**src/rtl/rxrs_pkg.sv**
```systemverilog
package rxrs_pkg;
  localparam int POL_AUTO   = 0;
  localparam int POL_MANUAL = 1;
  localparam int POL_PORT   = 2;

  // nanoseconds to clock cycles, rounded up
  function automatic int unsigned ns2cyc(input longint unsigned ns,
                                         input longint unsigned mhz);
    longint unsigned prod;
    prod = (ns * mhz + 64'd999) / 64'd1000;
    return int'(prod);
  endfunction
endpackage

```
**src/rtl/rxrs_sync.sv**
```systemverilog
module rxrs_sync #(
  parameter int W = 1
) (
  input  logic         clk,
  input  logic         rst_n,
  input  logic [W-1:0] d_i,
  output logic [W-1:0] q_o
);
  logic [W-1:0] meta_q;
  logic [W-1:0] sync_q;

  always_ff @(posedge clk or negedge rst_n) begin
    if (!rst_n) begin
      meta_q <= '0;
      sync_q <= '0;
    end else begin
      meta_q <= d_i;
      sync_q <= meta_q;
    end
  end

  assign q_o = sync_q;
endmodule

```
**src/rtl/rxrs_lock_filt.sv**
```systemverilog
module rxrs_lock_filt #(
  parameter int FILT = 4
) (
  input  logic clk,
  input  logic rst_n,
  input  logic lock_i,
  output logic lock_o
);
  localparam int CW = $clog2(FILT + 2);

  logic [CW-1:0] cnt_q;
  logic [CW-1:0] cnt_nx;
  logic          full;

  assign full = (cnt_q == CW'(FILT));

  always_comb begin
    cnt_nx = cnt_q;
    if (!lock_i)   cnt_nx = '0;
    else if (!full) cnt_nx = cnt_q + CW'(1);
  end

  always_ff @(posedge clk or negedge rst_n) begin
    if (!rst_n) cnt_q <= '0;
    else        cnt_q <= cnt_nx;
  end

  assign lock_o = full & lock_i;

  generate
    if (FILT > 0) begin : g_chk
      // a believed lock needs the raw lock in the previous cycle too
      a_r5_rise_needs_history: assert property (@(posedge clk) disable iff (!rst_n)
        $rose(lock_o) |-> $past(lock_i));
    end
  endgenerate
endmodule

```
**src/rtl/rxrs_chan.sv**
```systemverilog
module rxrs_chan #(
  parameter int unsigned ANA_CYC = 10,
  parameter int unsigned DIG_CYC = 1000
) (
  input  logic clk,
  input  logic rst_n,
  input  logic req_i,
  input  logic pll_ok_i,
  input  logic dlock_i,
  input  logic manual_i,
  output logic ana_o,
  output logic dig_o
);
  localparam int AW = $clog2(ANA_CYC + 1);
  localparam int DW = $clog2(DIG_CYC + 1);

  logic [AW-1:0] ana_cnt_q, ana_cnt_nx;
  logic [DW-1:0] dig_cnt_q, dig_cnt_nx;
  logic          gate_a, gate_d;

  assign ana_o  = (ana_cnt_q != '0);
  assign dig_o  = (dig_cnt_q != '0);
  assign gate_a = req_i | ~pll_ok_i;
  // lock loss only matters in auto policy or before release
  assign gate_d = gate_a | ana_o | (~dlock_i & (~manual_i | dig_o));

  always_comb begin
    ana_cnt_nx = ana_cnt_q;
    if (gate_a)     ana_cnt_nx = AW'(ANA_CYC);
    else if (ana_o) ana_cnt_nx = ana_cnt_q - AW'(1);
  end

  always_comb begin
    dig_cnt_nx = dig_cnt_q;
    if (gate_d)     dig_cnt_nx = DW'(DIG_CYC);
    else if (dig_o) dig_cnt_nx = dig_cnt_q - DW'(1);
  end

  always_ff @(posedge clk or negedge rst_n) begin
    if (!rst_n) begin
      ana_cnt_q <= AW'(ANA_CYC);
      dig_cnt_q <= DW'(DIG_CYC);
    end else begin
      ana_cnt_q <= ana_cnt_nx;
      dig_cnt_q <= dig_cnt_nx;
    end
  end

  a_r3_gate_forces_both: assert property (@(posedge clk) disable iff (!rst_n)
    gate_a |=> (ana_o && dig_o));
  a_r4_dig_covers_ana: assert property (@(posedge clk) disable iff (!rst_n)
    ana_o |-> dig_o);
  a_r2_fall_after_clear: assert property (@(posedge clk) disable iff (!rst_n)
    $fell(ana_o) |-> $past(!gate_a));
  a_r6_auto_relock: assert property (@(posedge clk) disable iff (!rst_n)
    (!manual_i && !dlock_i) |=> dig_o);
  a_r7_manual_keeps_release: assert property (@(posedge clk) disable iff (!rst_n)
    (manual_i && !gate_a && !ana_o && !dig_o) |=> !dig_o);
endmodule

```
**src/rtl/rx_reset_seq.sv**
```systemverilog
module rx_reset_seq #(
  parameter int N_CH      = 4,
  parameter int CLK_MHZ   = 250,
  parameter int ANA_NS    = 40,
  parameter int DIG_NS    = 4000,
  parameter int LOCK_FILT = 4,
  parameter int SHARED    = 0,
  parameter int POLICY    = 0
) (
  input  logic            clk,
  input  logic            rst_n,
  input  logic [N_CH-1:0] rst_req_i,
  input  logic            pll_lock_i,
  input  logic [N_CH-1:0] data_lock_i,
  input  logic            manual_i,
  output logic [N_CH-1:0] ana_rst_o,
  output logic [N_CH-1:0] dig_rst_o
);
  import rxrs_pkg::*;

  localparam int unsigned ANA_CYC = ns2cyc(64'(ANA_NS), 64'(CLK_MHZ));
  localparam int unsigned DIG_CYC = ns2cyc(64'(DIG_NS), 64'(CLK_MHZ));
  localparam int SW = 2 * N_CH + 2;

  logic [SW-1:0]   sync_s;
  logic [N_CH-1:0] req_s, lock_s;
  logic            pll_s, man_s, pll_ok, man_eff;

  rxrs_sync #(.W(SW)) u_sync (
    .clk  (clk),
    .rst_n(rst_n),
    .d_i  ({rst_req_i, data_lock_i, pll_lock_i, manual_i}),
    .q_o  (sync_s)
  );

  assign {req_s, lock_s, pll_s, man_s} = sync_s;

  rxrs_lock_filt #(.FILT(LOCK_FILT)) u_filt (
    .clk   (clk),
    .rst_n (rst_n),
    .lock_i(pll_s),
    .lock_o(pll_ok)
  );

  assign man_eff = (POLICY == POL_PORT) ? man_s : (POLICY == POL_MANUAL);

  generate
    if (SHARED != 0) begin : g_shared
      logic ana_one, dig_one;
      rxrs_chan #(.ANA_CYC(ANA_CYC), .DIG_CYC(DIG_CYC)) u_chan (
        .clk     (clk),
        .rst_n   (rst_n),
        .req_i   (|req_s),
        .pll_ok_i(pll_ok),
        .dlock_i (&lock_s),
        .manual_i(man_eff),
        .ana_o   (ana_one),
        .dig_o   (dig_one)
      );
      assign ana_rst_o = {N_CH{ana_one}};
      assign dig_rst_o = {N_CH{dig_one}};
    end else begin : g_split
      for (genvar i = 0; i < N_CH; i++) begin : g_ch
        rxrs_chan #(.ANA_CYC(ANA_CYC), .DIG_CYC(DIG_CYC)) u_chan (
          .clk     (clk),
          .rst_n   (rst_n),
          .req_i   (req_s[i]),
          .pll_ok_i(pll_ok),
          .dlock_i (lock_s[i]),
          .manual_i(man_eff),
          .ana_o   (ana_rst_o[i]),
          .dig_o   (dig_rst_o[i])
        );
      end
    end
  endgenerate
endmodule

```
**config.mk**
```make
export PLATFORM = sky130hd
export DESIGN_NAME = rx_reset_seq
export DESIGN_NICKNAME = d
export VERILOG_FILES = /design/src/rtl/rxrs_pkg.sv /design/src/rtl/rxrs_sync.sv /design/src/rtl/rxrs_lock_filt.sv /design/src/rtl/rxrs_chan.sv /design/src/rtl/rx_reset_seq.sv
export SDC_FILE = /design/constraint.sdc
export NUM_CORES = 1
export LEC_CHECK = 0
export BUFFER_PORTS_ARGS = -buffer_cell sky130_fd_sc_hd__buf_4
export CORE_MARGIN = 2
export CORE_UTILIZATION = 50
export CTS_BUF_LIST = sky130_fd_sc_hd__clkbuf_2 sky130_fd_sc_hd__clkbuf_4 sky130_fd_sc_hd__clkbuf_8
export DETAILED_ROUTE_END_ITERATION = 10
export PLACE_DENSITY = 0.64
export SYNTH_ARGS = -nofsm -noshare
export SYNTH_HDL_FRONTEND = slang
export SYNTH_SLANG_ARGS = --single-unit
```
**constraint.sdc**
```tcl
create_clock -name clk -period 2.6 [get_ports clk]
set_input_delay 0.39 -clock clk [delete_from_list [all_inputs] [get_ports clk]]
set_output_delay 0.39 -clock clk [all_outputs]
set_load 0.05 [all_outputs]
```
==> results of run 1 <==
layout make-up:
type                            instances  area, um^2
Clock inverter                          4       70.07
Timing Repair Buffer                   21       157.7
Clock buffer                           12       158.9
Inverter                               27       101.3
Multi-Input combinational cell        238        1615
Tap cell                               99       123.9
Sequential cell                        77        1967
Fill cell                             623        3059
power by group:
part	total [mW]	leakage [nW]	internal [mW]	switching, mW
Combinational	0.0687	0.720	0.0264	0.0423
Sequential	1.24	0.921	1.22	0.0139
Clock	1.02	0.120	0.601	0.418
logic make-up after synthesis:
| group | Yosys count | synth area share (%) |
|---|---|---|
| buffers and inverters | 35 | 4.325 |
| adder cells (fa/ha/maj) | 14 | 4.693 |
| AO/OA/AOI/OAI | 53 | 9.521 |
| XOR/XNOR | 23 | 5.397 |
| multiplexers | 4 | 1.073 |
| AND/OR/NAND/NOR | 144 | 22.29 |
| flip-flops | 77 | 52.70 |
worst reg2reg max path: cells and delay by family (launching register included):
kind	cells	cell delay (ns)
and+or+nand+nor	3	0.85
DFF	1	0.39
AOI/OAI and AO/OA	1	0.33
adders and majority gates	1	0.23
buffers and inverters	1	0.09
worst min path at each step:
stage	start	cells after the start	slack [ns]	end
CTS	data_lock_i[0]	1	0.14	u_sync.meta_q[2]
global placement	u_sync.meta_q[1]	0	0.33	u_sync.q_o[1]
finish	pll_lock_i	1	0.15	u_sync.meta_q[1]
floorplan	rst_n	0	0.09	g_split.g_ch[0].u_chan.ana_cnt_q[0]
global route	data_lock_i[1]	1	0.13	u_sync.meta_q[3]
detailed placement	u_sync.meta_q[7]	0	0.34	u_sync.q_o[7]
Yosys cell counts, drive strengths merged (6+ instances only):
cell,number
nand2,31
o21ai,13
nor2,22
inv,27
nand3b,6
xnor2,21
dfrtp,45
nand2b,15
nor3b,6
a21oi,11
nand3,18
dfstp,32
ha,14
nor4,8
buf,8
or3,6
a211oi,6
nor3,15
routing by layer:
layer  vias up  track usage (%)  part of all wire, %  routed length [um]
li1       1270                -                    -                   -
met1      1266            22.57                   50                3053
met3        12            3.088                  2.8                 168
met2        30            25.00                   45                2744
met4         0            7.436                  1.8                 112
met5         -                0                    0                   0
flip-flops by register name, indices dropped and copies added, names as in the netlist:
name and cells:
u_filt.cnt_q 3, u_sync.q_o 9, u_sync.meta_q 9, g_split.g_ch.u_chan.dig_cnt_q 40, g_split.g_ch.u_chan.ana_cnt_q 16
metrics by stage:
| stage | setup WS (ns) | hold WS [ns] | utilization, % |
|---|---|---|---|
| after floorplan | 0.7478 | 0.09441 | - |
| final | 0.2551 | 0.1504 | 57.82 |
| after global placement | 0.5663 | 0.3317 | 54.51 |
| after detailed placement | 0.5079 | 0.3379 | 54.51 |
| after global routing | 0.08804 | 0.1312 | 57.82 |
| after CTS | 0.1300 | 0.1357 | 57.67 |
==> results.tsv, run 1 <==
stage	metric	value	unit
timing	drv_slew	0	
critical_path	rr_endpoint	g_split.g_ch[1].u_chan.dig_cnt_q[6]	
power	fin_total_pwr	2.324	mW
floorplan	start_util	51.46	%
timing	max_freq	426.5	MHz
clocking	clock_latency	0.34	ns
critical_path	cp_cell_sequence	inv_1, ha_1, nor3b_4, nand3_1, buf_4	
critical_path	worst-setup-path-type	flip-flop to primary output	
synthesis	synth_top_cell_area_share	30.17	%
floorplan	die-area	0.008172	mm^2
timing	rsz0062_at_grt	no	
min_path	hold_path_class	input port to flip-flop	
place	place_inst	462	
power	power_density	554.1	mW/mm^2
synthesis	ys_ff_latch	77	
timing	fin_worst_skew	0.009259	ns
timing	finalSetupTns	0	ns
final_layout	mostFrequentLayoutCells	dfrtp_1, dfstp_2, nand2_1	
routing	route.detailed.drc	0	
timing	setup_viol	0	
clocking	clockBufferDepth	2	
final_layout	final_cell_count_no_fill	478	
critical_path	cp.required	2.21	ns
critical_path	r2r_cells	6	
clocking	cts-hold-fix-buffers	0	
synthesis	avgSynthCellArea	10.66	um^2
critical_path	crit_family	simple AND/OR/NAND/NOR gates	
critical_path	worst-path-stages	5	
synthesis	async_reset_ff_share	100.0	%
timing	post-route-period-util	90.19	%
routing	wl	6078	um
place	hpwl	4085	um
floorplan	io_pins	20	
place	port-buffer-count	18	
routing	postRouteAntennaNets	0	
floorplan	die_h	90.40	um
global_routing	globalRouteOverflowTotal	0	
routing	wl_per_cell	12.72	um
timing	max_slew.worst_pin.slew	0.9035	ns
floorplan	dieWidth	90.40	um
clocking	ctsResizeCount	0	
run	drv_cap	0	
clocking	htreeDepth	3	
clocking	cts-root-buf	clkbuf_8	
clocking	cts_tree	done	
timing	relSlewSlack	39.77	%
routing	firstDrtPassIters	4	
final_layout	antenna_cells	0	
synthesis	seq_area_frac_synth	52.70	%
synthesis	synth_enable_flop_cells	0	
routing	vias_per_cell	5.393	
synthesis	ys.flop_type	dfrtp_1	
routing	drtIter0Drc	83	
place	gp_congestion	0.7736	
clocking	cts_sinks	77	
critical_path	slowest_stage	dfrtp_1	
timing	final_hold_viol_count	0	
clocking	path_clk_slew	0.07	ns
critical_path	startpoint	g_split.g_ch[1].u_chan.dig_cnt_q[0]	
place	place_area	0.003954	mm^2
global_routing	antenna_found_initial	0	
power	leakage	1.761	nW
synthesis	yosysWarnings	0	
critical_path	crit_buf_inv	2	
floorplan	core_area	0.007253	mm^2
critical_path	critical_path.endpoint	dig_rst_o[1]	
status	run_status	completed	
synthesis	synthCells	350	
critical_path	timing.rr.start	u_filt.cnt_q[0]	
global_routing	grt_pass1_vias	2461	
synthesis	synth.net_count	376	
timing	period_minus_slack	2.345	ns
synthesis	synthesis.area	0.003732	mm^2
critical_path	r2r_slack	0.65	ns
final_layout	design_area	0.004194	mm^2
floorplan	rows	31	
clocking	post-cts-setup-buffers	0	
final_layout	mostFrequentLayoutCell	dfrtp_1	
power	irDropWorstVdd	249.8	uV
critical_path	startpoint_type	flip-flop	
clocking	cts_buffers	9	
critical_path	crit_fanout	7	
critical_path	critPathMaxStageDelay	0.43	ns
final_layout	final_nets	400	
synthesis	yosys.area.top_type	dfrtp_1	
critical_path	worst_ep_arrival_time	1.95	ns
synthesis	yosys.cell_types.count	44	
final_layout	drive_gt1_share	22.96	%
critical_path	end_kind	primary output	
global_routing	grt_max_degree	77	
synthesis	synth_area_leaders	dfrtp_1, dfstp_2, xnor2_1, ha_1, nand2_1	
global_routing	grt_usage	16.29	%
routing	dr_total_vias	2578	
final_layout	syn2layout_area_growth	12.37	%
global_routing	grt_pass1_wl	10870	um
(Power assumes the default switching activity.)
==> run 2: changes to the inputs <==
Settings changed: ABC_AREA set to 1.
==> run 2 against run 1 <==
Net effect: cell count rose by 21%; register-to-register slack improved by 0.24 ns; setup slack better by 0.063 ns; first-iteration DRC count rose by 25%; routed wire length rose by 4.8%; count of clock-buffer cells in the layout up 3.
==> results.tsv, run 2 <==
stage	metric	value	unit	change
status	run_status	completed		unchanged
place	gp_congestion	0.7957		was 0.7736
timing	relSlewSlack	69.39	%	was 39.77%
timing	finalSetupTns	0	ns	unchanged
final_layout	largest_reg_flops	40		unchanged
synthesis	synth_area_leaders	dfrtp_1, dfstp_2, inv_1, nand3_1, nand2_1		was dfrtp_1, dfstp_2, xnor2_1, ha_1, nand2_1
final_layout	top_regs	g_split.g_ch.u_chan.dig_cnt_q: 40 flops, g_split.g_ch.u_chan.ana_cnt_q: 16 flops		unchanged
clocking	cts_tree	done		unchanged
synthesis	async_reset_ff_share	100.0	%	unchanged
final_layout	mostFrequentLayoutCells	inv_1, nand2_1, nand3_1		was dfrtp_1, dfstp_2, nand2_1
timing	rsz0062_at_grt	no		unchanged
critical_path	startpoint_type	flip-flop		unchanged
routing	drtIter0Drc	104		was 83
final_layout	drive_gt1_share	19.50	%	was 22.96%
synthesis	synthesis.area	0.003895	mm^2	was 0.003732 mm^2
global_routing	antenna_found_initial	0		unchanged
clocking	cts_buffers	9		unchanged
timing	timing.hold.ws	0.001547	ns	was 0.1504 ns
final_layout	multi_input_area	0.001545	mm^2	was 0.001615 mm^2
synthesis	seq_area_frac_synth	50.50	%	was 52.70%
synthesis	yosys.cell_types.count	27		was 44
global_routing	grt_pass1_wl	11410	um	was 10870 um
critical_path	worst_ep_arrival_time	1.89	ns	was 1.95 ns
final_layout	mostFrequentLayoutCell	inv_1		was dfrtp_1
power	power_density	526.0	mW/mm^2	was 554.1 mW/mm^2
min_path	hold_path_class	input port to async pin		was input port to flip-flop
clocking	clock_latency	0.33	ns	was 0.34 ns
critical_path	worst-setup-path-type	flip-flop to primary output		unchanged
clocking	path_clk_slew	0.07	ns	about the same
synthesis	avgSynthCellArea	8.617	um^2	was 10.66 um^2
critical_path	end_kind	primary output		unchanged
final_layout	fin_util	56.04	%	was 57.82%
final_layout	nFillCells	718		was 623
timing	drv_slew	0		unchanged
clocking	htreeDepth	3		unchanged
synthesis	yosysWarnings	0		unchanged
global_routing	grt_usage	16.78	%	was 16.29%
routing	dr_total_vias	2815		was 2578
floorplan	io_pins	20		unchanged
power	leakage	2.088	nW	was 1.761 nW
synthesis	synth.net_count	478		was 376
routing	route.detailed.drc	0		unchanged
clocking	ctsResizeCount	0		unchanged
floorplan	die-area	0.008512	mm^2	was 0.008172 mm^2
clocking	post-cts-setup-buffers	0		unchanged
floorplan	start_util	50.93	%	was 51.46%
floorplan	dieWidth	92.26	um	was 90.40 um
routing	wl_per_cell	11.00	um	was 12.72 um
floorplan	rows	32		was 31
global_routing	grt_pass1_vias	2630		was 2461
synthesis	ys_ff_latch	77		unchanged
timing	max_freq	438.2	MHz	was 426.5 MHz
synthesis	synth_top_cell_area_share	28.91	%	was 30.17%
timing	final_hold_viol_count	0		unchanged
routing	firstDrtPassIters	5		was 4
synthesis	ys.flop_type	dfrtp_1		unchanged
floorplan	core_area	0.007647	mm^2	was 0.007253 mm^2
synthesis	synthTopCellsByCount	inv_1, nand2_1, nand3_1		was dfrtp_1, dfstp_2, nand2_1
final_layout	regMostFlops	g_split.g_ch.u_chan.dig_cnt_q		unchanged
routing	wl	6368	um	was 6078 um
final_layout	register_area	0.001967	mm^2	unchanged
critical_path	cp.required	2.21	ns	about the same
clocking	cts_sinks	77		unchanged
synthesis	yosys.area.top_type	dfrtp_1		unchanged
final_layout	final_nets	498		was 400
synthesis	synthCells	452		was 350
final_layout	syn2layout_area_growth	10.02	%	was 12.37%
floorplan	die_h	92.26	um	was 90.40 um
final_layout	antenna_cells	0		unchanged
synthesis	synth_most_common_cell	inv_1		was dfrtp_1
power	irDropWorstVdd	224.3	uV	was 249.8 uV
timing	max_slew.worst_pin.slew	0.4591	ns	was 0.9035 ns
timing	period_minus_slack	2.282	ns	was 2.345 ns
timing	setup_viol	0		unchanged
clocking	cts-root-buf	clkbuf_8		unchanged
global_routing	globalRouteOverflowTotal	0		unchanged
clocking	clockBufferDepth	2		unchanged
routing	vias_per_cell	4.862		was 5.393
routing	postRouteAntennaNets	0		unchanged
run	drv_cap	0		unchanged
timing	fin_worst_skew	0.005221	ns	was 0.009259 ns
place	port-buffer-count	18		unchanged
place	hpwl	4551	um	was 4085 um
timing	post-route-period-util	87.77	%	was 90.19%
final_layout	final_cell_count_no_fill	579		was 478
place	place_inst	563		was 462
clocking	cts-hold-fix-buffers	0		unchanged
global_routing	grt_max_degree	44		was 77
critical_path	crit_fanout	7		unchanged
synthesis	synth_enable_flop_cells	0		unchanged
## run 2: cell types whose count changed after synthesis, moves of 8 or more
| cell | change |
|---|---|
| inv_1 | +53 |
| nand2_1 | +47 |
| nand3_1 | +42 |
| nor2_1 | +22 |
| nand2b_1 | -15 |
| xnor2_1 | -14 |
| nor3_1 | -12 |
| nand4_1 | +8 |
| nor2_4 | +8 |
| o21ai_0 | +8 |
## run 2: critical path: stages, from the launching register on
cell     delay (ns)
dfrtp_1        0.38
inv_1          0.09
ha_1           0.19
nand3_1        0.12
nor2_1         0.21
nand3_1        0.27
buf_4          0.28
## run 2: through the flow
step | worst slack, ns | total power [mW] | area [um^2]
after global routing | 0.1318 | 2.378 | 4285
after floorplan | 0.8732 | 1.382 | 3895
after global placement | 0.6671 | 1.439 | 4099
after detailed placement | 0.6648 | 1.446 | 4099
after CTS | 0.2888 | 2.302 | 4285
final | 0.3181 | 2.254 | 4285
## run 2: worst paths after layout
path / depth (start not counted) / end / slack [ns] / from
min in group clk: 1 / u_sync.meta_q[5] / 0.16 / data_lock_i[3]
max in group asynchronous: 2 / g_split.g_ch[2].u_chan.dig_cnt_q[5] / 1.97 / rst_n
worst max register to register: 8 / g_split.g_ch[3].u_chan.dig_cnt_q[1] / 0.89 / u_filt.cnt_q[0]
worst min register to register: 0 / u_sync.q_o[2] / 0.34 / u_sync.meta_q[2]
worst min-delay path: 1 / g_split.g_ch[1].u_chan.dig_cnt_q[4] / 0.002 / rst_n
worst max-delay path: 6 / dig_rst_o[1] / 0.32 / g_split.g_ch[1].u_chan.dig_cnt_q[0]
## run 2: kinds of logic after synthesis
family	synth area share, %
DFF	50.50
xor gates and xnor gates	2.473
and+or+nand+nor	26.73
AOI/OAI and AO/OA	5.975
buffers and inverters	9.830
adders and majority gates	4.497
## run 2: final cells by class
class	count	area share [%]
inverter	81	7.095
tap	102	2.978
sequential	77	45.90
timing repair buffer	19	3.620
multi-input combinational	284	36.06
clock inverter	1	0.1168
clock buffer	15	4.234
## run 2: metal layers
metal / vias up / part of all wire [%] / global-route usage [%]
met5: - / 0 / 0
met4: 0 / 0.77 / 4.851
met3: 4 / 2.3 / 4.930
met2: 20 / 48 / 27.08
met1: 1321 / 49 / 22.03
li1: 1470 / - / -
## run 2: report_power, final
part | switching [mW] | total [mW] | internal (mW)
combinational | 0.0941 | 0.152 | 0.0579
clock | 0.392 | 0.834 | 0.441
sequential | 0.0251 | 1.27 | 1.24
total | 0.512 | 2.25 | 1.74
